**src/rtl/sem_bank_pkg.sv**
```systemverilog
package sem_bank_pkg;
  typedef enum logic [1:0] {
    OWN_NONE  = 2'd0,
    OWN_LEFT  = 2'd1,
    OWN_RIGHT = 2'd2
  } owner_e;
endpackage

```
**src/rtl/sem_port_decode.sv**
```systemverilog
module sem_port_decode #(
  parameter int NUM_FLAGS = 8,
  parameter int IDX_W     = $clog2(NUM_FLAGS)
) (
  input  logic                 sel_i,
  input  logic                 we_i,
  input  logic [IDX_W-1:0]     idx_i,
  output logic [NUM_FLAGS-1:0] wr_o
);
  for (genvar g = 0; g < NUM_FLAGS; g++) begin : g_dec
    assign wr_o[g] = sel_i & we_i & (idx_i == IDX_W'(g));
  end
endmodule

```
**src/rtl/sem_flag_cell.sv**
```systemverilog
module sem_flag_cell
  import sem_bank_pkg::*;
#(
  parameter bit TIE_LEFT = 1'b1
) (
  input  logic clk_i,
  input  logic rst_ni,
  input  logic wr_l_i,
  input  logic bit_l_i,
  input  logic wr_r_i,
  input  logic bit_r_i,
  output logic view_l_o,
  output logic view_r_o
);
  logic   req_l_q, req_r_q, req_l_d, req_r_d;
  owner_e owner_q, owner_d;

  assign req_l_d = wr_l_i ? ~bit_l_i : req_l_q;
  assign req_r_d = wr_r_i ? ~bit_r_i : req_r_q;

  always_comb begin
    if (owner_q == OWN_LEFT && req_l_d)        owner_d = OWN_LEFT;
    else if (owner_q == OWN_RIGHT && req_r_d)  owner_d = OWN_RIGHT;
    else if (req_l_d && req_r_d)               owner_d = TIE_LEFT ? OWN_LEFT : OWN_RIGHT;
    else if (req_l_d)                          owner_d = OWN_LEFT;
    else if (req_r_d)                          owner_d = OWN_RIGHT;
    else                                       owner_d = OWN_NONE;
  end

  always_ff @(posedge clk_i or negedge rst_ni) begin
    if (!rst_ni) begin
      req_l_q <= 1'b0;
      req_r_q <= 1'b0;
      owner_q <= OWN_NONE;
    end else begin
      req_l_q <= req_l_d;
      req_r_q <= req_r_d;
      owner_q <= owner_d;
    end
  end

  assign view_l_o = (owner_q != OWN_LEFT);
  assign view_r_o = (owner_q != OWN_RIGHT);

  // free implies no stored request
  a_r6_free_no_req: assert property (@(posedge clk_i) disable iff (!rst_ni)
    (owner_q == OWN_NONE) |-> (!req_l_q && !req_r_q));
  // tie on a free flag grants exactly one side
  a_r9_tie_one_owner: assert property (@(posedge clk_i) disable iff (!rst_ni)
    (owner_q == OWN_NONE && wr_l_i && !bit_l_i && wr_r_i && !bit_r_i)
      |=> (owner_q == (TIE_LEFT ? OWN_LEFT : OWN_RIGHT)));
  // owner keeps token unless it releases
  a_r4_owner_holds: assert property (@(posedge clk_i) disable iff (!rst_ni)
    (owner_q == OWN_LEFT && !(wr_l_i && bit_l_i)) |=> (owner_q == OWN_LEFT));
  // release with pending request hands over directly
  a_r5_handoff: assert property (@(posedge clk_i) disable iff (!rst_ni)
    (owner_q == OWN_LEFT && req_r_q && wr_l_i && bit_l_i && !(wr_r_i && bit_r_i))
      |=> (owner_q == OWN_RIGHT));
  a_r5_never_both_zero: assert property (@(posedge clk_i) disable iff (!rst_ni)
    view_l_o || view_r_o);
endmodule

```
**src/rtl/sem_read_hold.sv**
```systemverilog
module sem_read_hold #(
  parameter int NUM_FLAGS = 8,
  parameter int DATA_W    = 8,
  parameter int IDX_W     = $clog2(NUM_FLAGS)
) (
  input  logic                 clk_i,
  input  logic                 rst_ni,
  input  logic                 sel_i,
  input  logic                 oe_i,
  input  logic                 we_i,
  input  logic [IDX_W-1:0]     idx_i,
  input  logic [NUM_FLAGS-1:0] view_i,
  output logic [DATA_W-1:0]    rdata_o
);
  logic act, act_q, held_q;

  assign act = sel_i & oe_i & ~we_i;

  always_ff @(posedge clk_i or negedge rst_ni) begin
    if (!rst_ni) begin
      act_q  <= 1'b0;
      held_q <= 1'b1;
    end else begin
      act_q <= act;
      if (act && !act_q) held_q <= view_i[idx_i];
    end
  end

  assign rdata_o = act_q ? {DATA_W{held_q}} : '0;

  // captured value frozen while read stays active
  a_r8_hold_stable: assert property (@(posedge clk_i) disable iff (!rst_ni)
    (act_q && act) |=> $stable(rdata_o));
  // flag spread on all bits
  a_r7_spread: assert property (@(posedge clk_i) disable iff (!rst_ni)
    (rdata_o == '0) || (rdata_o == '1));
endmodule

```
**src/rtl/sem_flag_bank.sv**
```systemverilog
module sem_flag_bank #(
  parameter int NUM_FLAGS = 8,
  parameter int ADDR_W    = 12,
  parameter int DATA_W    = 8,
  parameter bit TIE_LEFT  = 1'b1
) (
  input  logic              clk_i,
  input  logic              rst_ni,
  input  logic              l_sel_i,
  input  logic              l_we_i,
  input  logic              l_oe_i,
  input  logic [ADDR_W-1:0] l_addr_i,
  input  logic [DATA_W-1:0] l_wdata_i,
  output logic [DATA_W-1:0] l_rdata_o,
  input  logic              r_sel_i,
  input  logic              r_we_i,
  input  logic              r_oe_i,
  input  logic [ADDR_W-1:0] r_addr_i,
  input  logic [DATA_W-1:0] r_wdata_i,
  output logic [DATA_W-1:0] r_rdata_o
);
  localparam int IDX_W = $clog2(NUM_FLAGS);

  logic [IDX_W-1:0]     l_idx, r_idx;
  logic [NUM_FLAGS-1:0] l_wr, r_wr, l_view, r_view;

  // upper address bits are not decoded
  assign l_idx = l_addr_i[IDX_W-1:0];
  assign r_idx = r_addr_i[IDX_W-1:0];

  sem_port_decode #(.NUM_FLAGS(NUM_FLAGS), .IDX_W(IDX_W)) u_l_dec (
    .sel_i(l_sel_i), .we_i(l_we_i), .idx_i(l_idx), .wr_o(l_wr));
  sem_port_decode #(.NUM_FLAGS(NUM_FLAGS), .IDX_W(IDX_W)) u_r_dec (
    .sel_i(r_sel_i), .we_i(r_we_i), .idx_i(r_idx), .wr_o(r_wr));

  for (genvar g = 0; g < NUM_FLAGS; g++) begin : g_flag
    sem_flag_cell #(.TIE_LEFT(TIE_LEFT)) u_cell (
      .clk_i    (clk_i),
      .rst_ni   (rst_ni),
      .wr_l_i   (l_wr[g]),
      .bit_l_i  (l_wdata_i[0]),
      .wr_r_i   (r_wr[g]),
      .bit_r_i  (r_wdata_i[0]),
      .view_l_o (l_view[g]),
      .view_r_o (r_view[g])
    );
  end

  sem_read_hold #(.NUM_FLAGS(NUM_FLAGS), .DATA_W(DATA_W), .IDX_W(IDX_W)) u_l_rd (
    .clk_i(clk_i), .rst_ni(rst_ni), .sel_i(l_sel_i), .oe_i(l_oe_i), .we_i(l_we_i),
    .idx_i(l_idx), .view_i(l_view), .rdata_o(l_rdata_o));
  sem_read_hold #(.NUM_FLAGS(NUM_FLAGS), .DATA_W(DATA_W), .IDX_W(IDX_W)) u_r_rd (
    .clk_i(clk_i), .rst_ni(rst_ni), .sel_i(r_sel_i), .oe_i(r_oe_i), .we_i(r_we_i),
    .idx_i(r_idx), .view_i(r_view), .rdata_o(r_rdata_o));

  // a write touches only its addressed flag
  a_r10_onehot_wr: assert property (@(posedge clk_i) disable iff (!rst_ni)
    $onehot0(l_wr) && $onehot0(r_wr));
  // left and right never both see ownership
  a_r4_exclusive: assert property (@(posedge clk_i) disable iff (!rst_ni)
    (l_view | r_view) == '1);
endmodule

```
**config.mk**
```make
export PLATFORM = sky130hd
export DESIGN_NAME = sem_flag_bank
export DESIGN_NICKNAME = d
export VERILOG_FILES = /design/src/rtl/sem_bank_pkg.sv /design/src/rtl/sem_port_decode.sv /design/src/rtl/sem_flag_cell.sv /design/src/rtl/sem_read_hold.sv /design/src/rtl/sem_flag_bank.sv
export SDC_FILE = /design/constraint.sdc
export NUM_CORES = 1
export LEC_CHECK = 0
export ABC_AREA = 1
export BUFFER_PORTS_ARGS = -buffer_cell sky130_fd_sc_hd__buf_2
export CAP_MARGIN = 40
export CORE_MARGIN = 1.5
export CORE_UTILIZATION = 25
export DETAILED_ROUTE_END_ITERATION = 8
export PLACE_DENSITY_LB_ADDON = 0.3
export SKIP_CTS_REPAIR_TIMING = 1
export SLEW_MARGIN = 20
export SYNTH_ARGS = -nofsm -noshare
export SYNTH_HDL_FRONTEND = slang
export SYNTH_SLANG_ARGS = --single-unit
```
**constraint.sdc**
```tcl
create_clock -name clk_i -period 2 [get_ports clk_i]
set_clock_uncertainty 0.15 [all_clocks]
set_input_delay 0.6 -clock clk_i [delete_from_list [all_inputs] [get_ports clk_i]]
set_output_delay 0.6 -clock clk_i [all_outputs]
set_load 0.005 [all_outputs]
```
==> results.py, run 1 <==
metrics = {
    "yosys": {
        "synth_top_area_share_pct": 44.0,
        "synth-seq-cells": 36,
        "synth_area_leaders": "dfrtp_1 (44%), nand2_1 (14%), inv_1 (9.3%), o21ai_2 (6.8%), buf_4 (5.4%)",
        "synthArstFlopShare_pct": 100,
        "synth_fp_nets": 297,
        "synth_most_common_cell": "nand2_1",
        "synth_area_um2": 1930,
        "synth_flop_cell": "dfrtp_1",
        "synth_largest_area_cell": "dfrtp_1",
        "syn_avg_cell_area_um2": 7.76,
        "syn_inst": 249,
        "synth_common_cells": "nand2_1 (70), inv_1 (48), dfrtp_1 (34)",
        "ys_seq_area_share_pct": 46.8,
        "synth_warnings": 0,
        "synthDistinctLibCells": 21,
        "synth_edf_count": 0,
    },
    "hold_path": {
        "hold_class": "input port to asynchronous set/reset pin",
    },
    "final_layout": {
        "multi_input_area_um2": 706,
        "nets": 322,
        "fill_cells": 818,
        "seqCellArea_um2": 903,
        "drive_gt1_share_pct": 29.1,
        "area.growth.synth_to_final_pct": 15.6,
        "insertedDiodeCount": 0,
    },
    "run": {
        "cap_violations": 0,
    },
    "power_and_ir_drop": {
        "power.share.clock_pct": 30.1,
        "netSwitchingFraction_pct": 30.2,
        "leakage_nw": 1.22,
        "power_frac_seq_pct": 46.1,
        "total_power_mw": 2.07,
        "p_sw_mw": 0.626,
        "powerDensity_nw_per_um2": 928,
        "power.internal_mw": 1.45,
        "combPwrFrac_pct": 23.8,
        "ir_drop_v": 0.000324,
    },
    "floorplan": {
        "start_util_pct": 26.2,
        "die_x_um": 90.9,
        "core_area_um2": 7370,
        "ios": 64,
        "die-area_um2": 8260,
        "fp.dieH_um": 90.9,
        "row_count": 31,
    },
    "global_route": {
        "grt_pass1_vias": 1370,
        "antenna_found_initial": 0,
        "grt_usage_pct": 10.0,
        "grt_pass1_wl_mm": 6.40,
        "grt_remaining_overflow": 0,
        "grt_max_degree": 20,
    },
    "critical_path": {
        "crit_type": "flop to output port",
        "endpoint_kind": "output port",
        "cp.required_ns": 1.25,
        "worstPathArrival_ns": 1.13,
        "critPathMaxFanout": 8,
        "cp-start-kind": "flop",
    },
    "clock_network": {
        "cts_tree": "yes",
        "h-tree-depth": 2,
        "cts_buffer_depth": 2,
        "cts_sinks": 36,
        "cts-root-buf": "clkbuf_8",
        "insertion_delay_ns": 0.29,
        "path_clk_slew_ns": 0.07,
        "numCtsBuffers": 5,
    },
    "timing": {
        "finalSetupViolCount": 0,
        "max_freq_mhz": 531,
        "finalCritPeriodShare_pct": 94.1,
        "max_slew_margin_pct": 69.1,
        "worst_pin_slew_ns": 0.463,
        "final.setup.tns_ns": 0,
        "final_hold_viol_count": 0,
        "rsz0062_at_grt": "no",
        "period_needed_ns": 1.88,
        "drv_slew": 0,
    },
    "detailed_routing": {
        "postRouteAntennaNets": 0,
        "wire_per_inst_um": 9.87,
        "vias": 1436,
        "drt_pass1_iterations": 4,
        "wl_mm": 3.69,
        "drc_errors": 0,
        "routed_via_density": 3.84,
        "drt-initial-drc-count": 77,
    },
    "outcome": {
        "status": "finished clean",
    },
    "placed_design": {
        "numPortBuffers": 31,
        "place_hpwl_mm": 2.92,
        "gp_congestion": 0.754,
    },
}
logic make-up after synthesis:
logic type | Yosys count | synth area share [%]
buffers and inverters | 72 | 16.7
and+or+nand+nor | 113 | 25.3
AOI/OAI and AO/OA | 28 | 11.2
DFF | 36 | 46.8
critical path, stage by stage, from the launching register on:
cell and delay [ns]:
dfstp_2 0.54, nand2_1 0.05, inv_1 0.12, buf_2 0.14
area by class of cell:
type / count / share of cell area, %
multi-input combinational: 141 / 31.6
inverter: 58 / 9.75
timing repair buffer: 32 / 7.84
tap: 99 / 5.55
clock inverter: 2 / 1.57
sequential: 36 / 40.4
clock buffer: 6 / 3.25
power by group through the flow:
stage	Clock, mW	Sequential (mW)	Combinational [mW]
5_1_grt	0.683	0.976	0.578
3_5_place_dp	0	0.971	0.498
4_1_cts	0.653	0.957	0.501
6_report	0.623	0.956	0.494
3_3_place_gp	0	0.965	0.492
2_1_floorplan	0	0.956	0.375
placed cells by master, fill, tap and decap left out:
master / n
nor2_1: 22
buf_2: 31
bufinv_16: 1
clkbuf_1: 1
nor2_2: 4
nor4_1: 2
buf_12: 1
a21oi_2: 2
o21ai_1: 1
o21ai_2: 15
nand2_1: 70
nand3_1: 4
nand2_2: 3
nor2_4: 4
dfrtp_1: 34
a21oi_1: 7
clkbuf_8: 5
clkinv_2: 1
inv_2: 9
a21boi_2: 2
nand2b_1: 2
o21ai_0: 1
clkinv_1: 1
inv_1: 48
dfstp_2: 2
nor3_1: 2
layer usage:
layer  global-route usage [%]  wire length [µm]  vias up
met3                     3.96               246        3
li1                         -                 -      773
met1                     13.7              1900      622
met4                     2.34                25        0
met5                        0                 0        -
met2                     14.7              1520       38
worst paths after layout:
kind / start / end / slack (ns) / cells past startpoint
max in group asynchronous: rst_ni / u_r_rd.held_q / 1.05 / 2
worst max-delay path: u_l_rd.held_q / l_rdata_o[7] / 0.12 / 3
worst min register to register: u_r_rd.held_q / u_r_rd.held_q / 0.33 / 2
min in group clk_i: u_r_rd.held_q / u_r_rd.held_q / 0.33 / 2
worst min-delay path: rst_ni / g_flag[5].u_cell.owner_q[1] / 0.11 / 1
worst max register to register: g_flag[1].u_cell.owner_q[0] / u_r_rd.held_q / 0.79 / 8
flip-flops by register name, indices dropped and copies added (netlist names):
register,count
g_flag.u_cell.req_r_q,8
u_r_rd.act_q,1
u_l_rd.held_q,1
g_flag.u_cell.owner_q,16
u_r_rd.held_q,1
u_l_rd.act_q,1
g_flag.u_cell.req_l_q,8
per-stage QoR:
step	std cells	setup slack [ns]	hold slack [ns]	util [%]	cell area [µm²]
after floorplan	249	0.410	0.154	-	1930
after global placement	366	0.325	0.316	28.8	2130
after detailed placement	366	0.325	0.321	28.8	2130
after CTS	374	0.0885	0.118	30.3	2230
after global routing	374	0.0159	0.126	30.3	2230
final	374	0.118	0.106	30.3	2230
Power figures use the tool's default switching activity.
==> run 2, diff against run 1 <==
--- a/config.mk
+++ b/config.mk
@@ -10,7 +10,9 @@
 export CAP_MARGIN = 40
 export CORE_MARGIN = 1.5
 export CORE_UTILIZATION = 25
+export CTS_BUF_LIST = sky130_fd_sc_hd__clkbuf_8
 export DETAILED_ROUTE_END_ITERATION = 8
+export GPL_TIMING_DRIVEN = 0
 export PLACE_DENSITY_LB_ADDON = 0.3
 export SKIP_CTS_REPAIR_TIMING = 1
 export SLEW_MARGIN = 20
==> run 2 against run 1 <==
  * Register-to-register slack is essentially flat
  * Count of clock-buffer cells in the layout grew 1
  * Final area grew 7.3%
  * Critical path depth grew 1
  * Fmax shrank 3.0%
  * Combinational power grew 4.3%
  * Sequential power is essentially flat
  * Via count grew 2.1%
  * Clock power grew 13%
  * First-iteration DRC count grew 52%
  * Sequential share of layout area shrank 2.8 points
==> results.py, run 2 (same netlist as run 1, synthesis figures left out) <==
metrics = {
    "timing": {
        "final.setup.tns_ns": 0,
        "worst_pin_slew_ns": 0.487,
        "hold_ws_ns": 0.115,
        "finalSetupViolCount": 0,
        "max_freq_mhz": 516,
        "final_hold_viol_count": 0,
        "drv_slew": 0,
        "rsz0062_at_grt": "no",
        "period_needed_ns": 1.94,
        "finalCritPeriodShare_pct": 97.0,
        "max_slew_margin_pct": 67.5,
    },
    "final_layout": {
        "area.growth.synth_to_final_pct": 24.1,
        "largest_reg_flops": 16,
        "largest_register": "g_flag.u_cell.owner_q",
        "largestRegisters": "g_flag.u_cell.owner_q: 16 flops, g_flag.u_cell.req_l_q: 8 flops, g_flag.u_cell.req_r_q: 8 flops",
        "drive_gt1_share_pct": 34.3,
        "nets": 336,
        "final_util_pct": 32.5,
        "layout_common_cells": "nand2_1 (68), inv_1 (46), dfrtp_1 (34)",
        "insertedDiodeCount": 0,
        "final_common_cell": "nand2_1",
    },
    "global_route": {
        "top_usage_layer": "met2",
        "grt_remaining_overflow": 0,
        "grt_usage_pct": 10.3,
        "grt_max_degree": 20,
        "grtUsageMet3_pct": 2.95,
        "gr-usage-met2_pct": 15.3,
        "antenna_found_initial": 0,
        "use_met1_pct": 14.1,
        "grt_pass1_wl_mm": 6.70,
        "grt_pass1_vias": 1446,
    },
    "floorplan": {
        "die_x_um": 90.9,
        "start_util_pct": 26.2,
        "row_count": 31,
        "fp.dieH_um": 90.9,
        "die-area_um2": 8260,
        "core_area_um2": 7370,
        "ios": 64,
    },
    "placed_design": {
        "place_hpwl_mm": 2.98,
        "gp_congestion": 0.768,
        "numPortBuffers": 31,
    },
    "hold_path": {
        "hold_class": "input port to asynchronous set/reset pin",
    },
    "detailed_routing": {
        "drt_pass1_iterations": 4,
        "wire_per_inst_um": 9.71,
        "routed_via_density": 3.78,
        "wl_mm": 3.77,
        "vias": 1466,
        "postRouteAntennaNets": 0,
        "drt-initial-drc-count": 117,
        "drc_errors": 0,
    },
    "power_and_ir_drop": {
        "powerDensity_nw_per_um2": 907,
        "leakage_nw": 1.31,
        "ir_drop_v": 0.000266,
        "total_power_mw": 2.17,
    },
    "critical_path": {
        "critPathMaxFanout": 8,
        "cp.required_ns": 1.25,
        "crit_type": "flop to output port",
        "cp-start-kind": "flop",
        "endpoint_kind": "output port",
        "worstPathArrival_ns": 1.19,
    },
    "clock_network": {
        "cts-root-buf": "clkbuf_8",
        "cts_sinks": 36,
        "numCtsBuffers": 5,
        "path_clk_slew_ns": 0.07,
        "cts_buffer_depth": 2,
        "insertion_delay_ns": 0.29,
        "cts_tree": "yes",
        "h-tree-depth": 2,
    },
    "run": {
        "cap_violations": 0,
    },
    "outcome": {
        "status": "finished clean",
    },
}
## run 2: critical path, stage by stage, from the launching register on
cell and delay [ns]:
dfstp_2 0.54, nand2_2 0.06, inv_4 0.09, buf_4 0.11, buf_2 0.10
## run 2: per-layer routing
layer  part of all wire, %  vias to the layer above
met5                     0                        -
met4                   1.1                        0
met3                   4.8                        4
met2                    43                       30
met1                    51                      632
li1                      -                      800
## run 2: power by group
part           internal, mW  total, mW  switching (mW)
Clock                 0.440      0.704           0.264
Sequential            0.897      0.955          0.0583
Combinational         0.200      0.515           0.315
Total                  1.54       2.17           0.637
## run 2: area by class of cell
type | count | area (µm²)
Clock inverter | 1 | 30.0
Sequential cell | 36 | 903
Clock buffer | 7 | 96.3
Timing Repair Buffer | 32 | 183
Multi-Input combinational cell | 141 | 711
Fill cell | 825 | 4970
Buffer | 14 | 128
Tap cell | 99 | 124
Inverter | 58 | 223
## run 2: per-stage QoR
step           instance area (µm²)  worst slack, ns  std cells
2_1_floorplan                 1930            0.410        249
3_3_place_gp                  2210            0.307        379
3_5_place_dp                  2240            0.288        380
4_1_cts                       2360          -0.0398        388
5_1_grt                       2400         0.000986        388
6_report                      2400           0.0604        388
## run 2: worst paths after layout
path	from	to	slack (ns)	depth (start not counted)
max in group asynchronous	rst_ni	u_l_rd.held_q	1.05	2
min	rst_ni	u_l_rd.act_q	0.12	1
min in group clk_i	u_r_rd.held_q	u_r_rd.held_q	0.33	2
max	u_r_rd.held_q	r_rdata_o[5]	0.06	4
min reg2reg	u_r_rd.held_q	u_r_rd.held_q	0.33	2
max reg2reg	u_l_rd.act_q	u_l_rd.held_q	0.80	3
